--- src/rtl/dim_stepper.sv ---
module dim_stepper #(
    parameter int ADDR_W = 8,
    parameter int INC_W  = 8,
    parameter int RATE_W = 8,
    parameter int CNT_W  = 16
) (
    input  logic              clk_i,
    input  logic              rst_ni,
    input  logic              restart_i,
    input  logic              advance_i,
    input  logic              carry_i,
    input  logic [ADDR_W-1:0] start_i,
    input  logic [ADDR_W-1:0] wrap_i,
    input  logic [INC_W-1:0]  inc_i,
    input  logic [RATE_W-1:0] rate_i,
    output logic [ADDR_W-1:0] addr_o,
    output logic              wrap_o
);
    localparam int LOW_W = RATE_W - 1;
    localparam int SUM_W = ((ADDR_W > INC_W) ? ADDR_W : INC_W) + 1;
    localparam int EXP_MAX = CNT_W - 1;

    typedef struct packed {
        logic [ADDR_W-1:0] addr;
        logic [CNT_W-1:0]  cnt;
    } state_t;

    state_t s_d, s_q;

    logic             lin_flag;
    logic [LOW_W-1:0] low_val;
    logic [LOW_W-1:0] exp_n;
    logic [CNT_W-1:0] last_cnt;
    logic             never_upd;
    logic [SUM_W-1:0] sum;
    logic             tick;
    logic             step;
    logic             wrapped;

    // rate decode: linear count or clamped power of two
    always_comb begin
        lin_flag  = rate_i[RATE_W-1];
        low_val   = rate_i[LOW_W-1:0];
        exp_n     = (int'(low_val) > EXP_MAX) ? LOW_W'(EXP_MAX) : low_val;
        never_upd = lin_flag && (low_val == '0);
        if (lin_flag)
            last_cnt = CNT_W'(low_val) - CNT_W'(1);
        else
            last_cnt = (CNT_W'(1) << exp_n) - CNT_W'(1);
        sum = SUM_W'(s_q.addr) + SUM_W'(inc_i);
    end

    always_comb begin
        s_d     = s_q;
        tick    = 1'b0;
        step    = 1'b0;
        wrapped = 1'b0;
        if (restart_i) begin
            s_d.addr = start_i;
            s_d.cnt  = '0;
        end else begin
            if (advance_i && !never_upd) begin
                if (s_q.cnt == last_cnt) begin
                    tick    = 1'b1;
                    s_d.cnt = '0;
                end else begin
                    s_d.cnt = s_q.cnt + CNT_W'(1);
                end
            end
            step = tick | carry_i;
            if (step) begin
                if (sum > SUM_W'(wrap_i)) begin
                    wrapped  = 1'b1;
                    s_d.addr = start_i;
                end else begin
                    s_d.addr = sum[ADDR_W-1:0];
                end
            end
        end
    end

    always_ff @(posedge clk_i or negedge rst_ni) begin
        if (!rst_ni) s_q <= '0;
        else         s_q <= s_d;
    end

    assign addr_o = s_q.addr;
    assign wrap_o = wrapped;
endmodule

--- config.mk ---
export PLATFORM = sky130hd
export DESIGN_NAME = dim_stepper
export DESIGN_NICKNAME = d
export VERILOG_FILES = /design/src/rtl/dim_stepper.sv
export SDC_FILE = /design/constraint.sdc
export NUM_CORES = 1
export LEC_CHECK = 0
export BUFFER_PORTS_ARGS = -buffer_cell sky130_fd_sc_hd__buf_2
export CORE_UTILIZATION = 45
export DETAILED_ROUTE_END_ITERATION = 7
export HOLD_SLACK_MARGIN = 0.05
export PLACE_DENSITY = 0.63
export SLEW_MARGIN = 25
export SYNTH_ARGS = -nofsm -noshare
export SYNTH_HDL_FRONTEND = slang
export SYNTH_SLANG_ARGS = --single-unit
--- constraint.sdc ---
create_clock -name clk_i -period 9.3 [get_ports clk_i]
set_input_delay 0.93 -clock clk_i [delete_from_list [all_inputs] [get_ports clk_i]]
set_output_delay 0.93 -clock clk_i [all_outputs]
set_load 0.03 [all_outputs]
==> run_results.csv <==
group,metric,value,unit
run,maxCapViolations,0,
grt,grt_start_max_net_pins,28,
finish,layout-drive-gt1-share,21.8,%
sta,hold_violations,0,
worst_setup_path,end_kind,"output pin",
finish,nets,408,
cts,cts_buffers,3,
place,dpl.hpwl,5310,µm
routing,wl_per_cell,16.2,µm
routing,drcViolationCount,0,
worst_setup_path,start_kind,"input pin",
worst_setup_path,r2r_end,"addr_o[1]",
yosys,ys_seq_elements,24,
cts,insertion_delay,0.27,ns
grt,antenna_found_initial,0,
worst_setup_path,critPathKind,"in2out",
cts,cts_tree,"yes",
yosys,ys_seq_area_share,21.4,%
finish,antenna_cells,0,
yosys,ys_warn_count,0,
sta,tightest_slew,0.719,ns
pwr,static-leakage-power,1.34,nW
yosys,synth.distinct_cells,69,
pwr,p_per_area,203,nW/µm²
hold_path,hp-class,"reg2reg",
hold_path,hold_depth,1,
cts,cts_repair_resize_count,0,
grt,gr-total-overflow,0,
yosys,synth_nets,392,
hold_path,min_from,"addr_o[5]",
sta,min_period_over_period,57.3,%
floorplan,fp.coreArea,5960,µm²
sta,min_period,5.33,ns
place,gp_congestion,0.966,
hold_path,hold_end,"addr_o[5]",
cts,clkSlewWorstSetupHoldPaths,0.09,ns
grt,grt_pass1_vias,2366,
cts,htree_levels,1,
cts,ctsHoldBuffers,0,
floorplan,die_height,81.0,µm
worst_setup_path,cp_max_fo,16,
sta,grt_setup_unrepaired,"false",
yosys,syn_area,2810,µm²
worst_setup_path,crit_arrival,4.40,ns
sta,tns,0,ns
cts,cts-root-buf,"clkbuf_8",
floorplan,start_util,47.1,%
sta,fmax,188,MHz
place,io_buffers,45,
sta,slew_viol_final,0,
pwr,power,0.000610,W
sta,setup_viol,0,
outcome,status,"finished, final reports clean",
sta,skew,0.00254,ns
floorplan,ios,46,
finish,syn2layout_area_growth,7.27,%
yosys,async_flop_share,100,%
cts,max-clock-path-buffers,2,
yosys,synth_edf_count,0,
routing,postRouteWirelength,6870,µm
grt,grt_use_total,22.3,%
pwr,irDropWorstVdd,192,µV
worst_setup_path,ff2ff_setup_slack,5.34,ns
routing,dr.pass1.iters,5,
worst_setup_path,worstRegToRegCells,16,
cts,cts_setup_buffers,0,
routing,viasPerCell,5.94,
yosys,synth_cells,334,
floorplan,die_area,6550,µm²
worst_setup_path,reg2reg_from,"addr_o[1]",
floorplan,rows,28,
yosys,syn_avg_cell_area,8.40,µm²
cts,clock-sinks,24,
grt,grt_pass1_wl,11300,µm
worst_setup_path,worstPathRequired,8.37,ns
routing,num_vias,2518,
floorplan,die_x,81.0,µm
routing,drt-initial-drc-count,172,
sta,slew-limit-headroom,51.7,%
yosys,synth_flop_cell,"dfrtp_1",
routing,ant_nets,0,
-- cell families after synthesis --
family          synth area share, %
mux                            8.92
buf+inv                        8.39
flops                          21.4
compound gates                 19.4
fa+ha+maj                      9.63
xor+xnor                       9.99
simple gates                   22.3
-- per-stage QoR --
step / cells / hold slack (ns) / instance area (µm²) / setup slack, ns / util, %
2_1_floorplan: 334 / 0.510 / 2810 / 4.10 / -
3_5_place_dp: 420 / 0.532 / 2940 / 4.02 / 49.3
6_report: 424 / 0.551 / 3010 / 3.97 / 50.5
3_3_place_gp: 420 / 0.525 / 2940 / 4.08 / 49.3
5_1_grt: 424 / 0.577 / 3010 / 3.77 / 50.5
4_1_cts: 424 / 0.555 / 3010 / 4.00 / 50.5
-- critical path, stage by stage --
cell,delay [ns]
buf_2,0.16
or4_4,0.64
or2_1,0.29
ha_1,0.41
a22o_1,0.28
a222oi_1,0.41
xor2_1,0.18
o211ai_1,0.15
nor4_4,0.43
a21oi_1,0.12
nor3_1,0.17
buf_2,0.22
-- power by group --
group	internal [W]	switching [W]
clock	0.0000575	0.0000358
sequential	0.000123	0.0000183
combinational	0.000170	0.000205
total	0.000351	0.000259
-- worst max-delay path by stage --
stage / startpoint / endpoint
after floorplan: rate_i[6] / wrap_o
after global placement: rate_i[5] / wrap_o
after detailed placement: rate_i[5] / wrap_o
final: rate_i[5] / wrap_o
after CTS: rate_i[5] / wrap_o
after global routing: rate_i[5] / wrap_o
-- synth_stat cells (8+ instances only) --
| master | number | area [µm²] |
|---|---|---|
| xor2_1 | 23 | 201 |
| mux2_4 | 8 | 120 |
| clkbuf_1 | 17 | 63.8 |
| ha_1 | 20 | 250 |
| o21ai_0 | 10 | 50.1 |
| nand3_1 | 9 | 45.0 |
| buf_4 | 8 | 60.1 |
| inv_1 | 13 | 48.8 |
| dfrtp_1 | 24 | 601 |
| a21oi_1 | 21 | 105 |
| mux2_2 | 8 | 90.1 |
| xnor2_1 | 9 | 78.8 |
| nor2_1 | 25 | 93.8 |
| nor3_1 | 12 | 60.1 |
| nand4_1 | 8 | 50.1 |
| nand2_1 | 21 | 78.8 |
-- cells in the final DEF, fill, tap and decap left out, drive strengths merged, types with 4 or more instances in the layout --
cell type / count
nor2b: 6
o21ai: 12
nand2: 21
or2: 4
nand3: 9
mux2: 16
nand4: 8
dfrtp: 24
ha: 20
and3: 4
nand2b: 5
mux2i: 4
a211oi: 5
nor4: 6
inv: 13
xor2: 23
xnor2: 9
buf: 45
a21o: 4
nor3: 12
a21oi: 21
nor2: 25
or3: 4
-- state kept, by name (all words and copies together) (netlist names) --
signal,flops
s_q,16
addr_o,8
-- routing by layer --
| layer | track usage (%) | share of wire (%) | vias up |
|---|---|---|---|
| li1 | - | - | 1242 |
| met1 | 31.8 | 49 | 1167 |
| met2 | 35.1 | 44 | 97 |
| met3 | 3.03 | 5.4 | 12 |
| met4 | 5.54 | 1.3 | 0 |
| met5 | 0 | 0 | - |
-- cell type report --
cell class              count  area, µm²
multi-input cells         263       1970
flip-flops and latches     24        601
inverters                  13       48.8
well taps                  75       93.8
clock buffers               3       41.3
repair buffers             45        225
fillers                   597       2950
clock inverters             1       30.0
No activity file was read; power rests on OpenSTA's default activity.
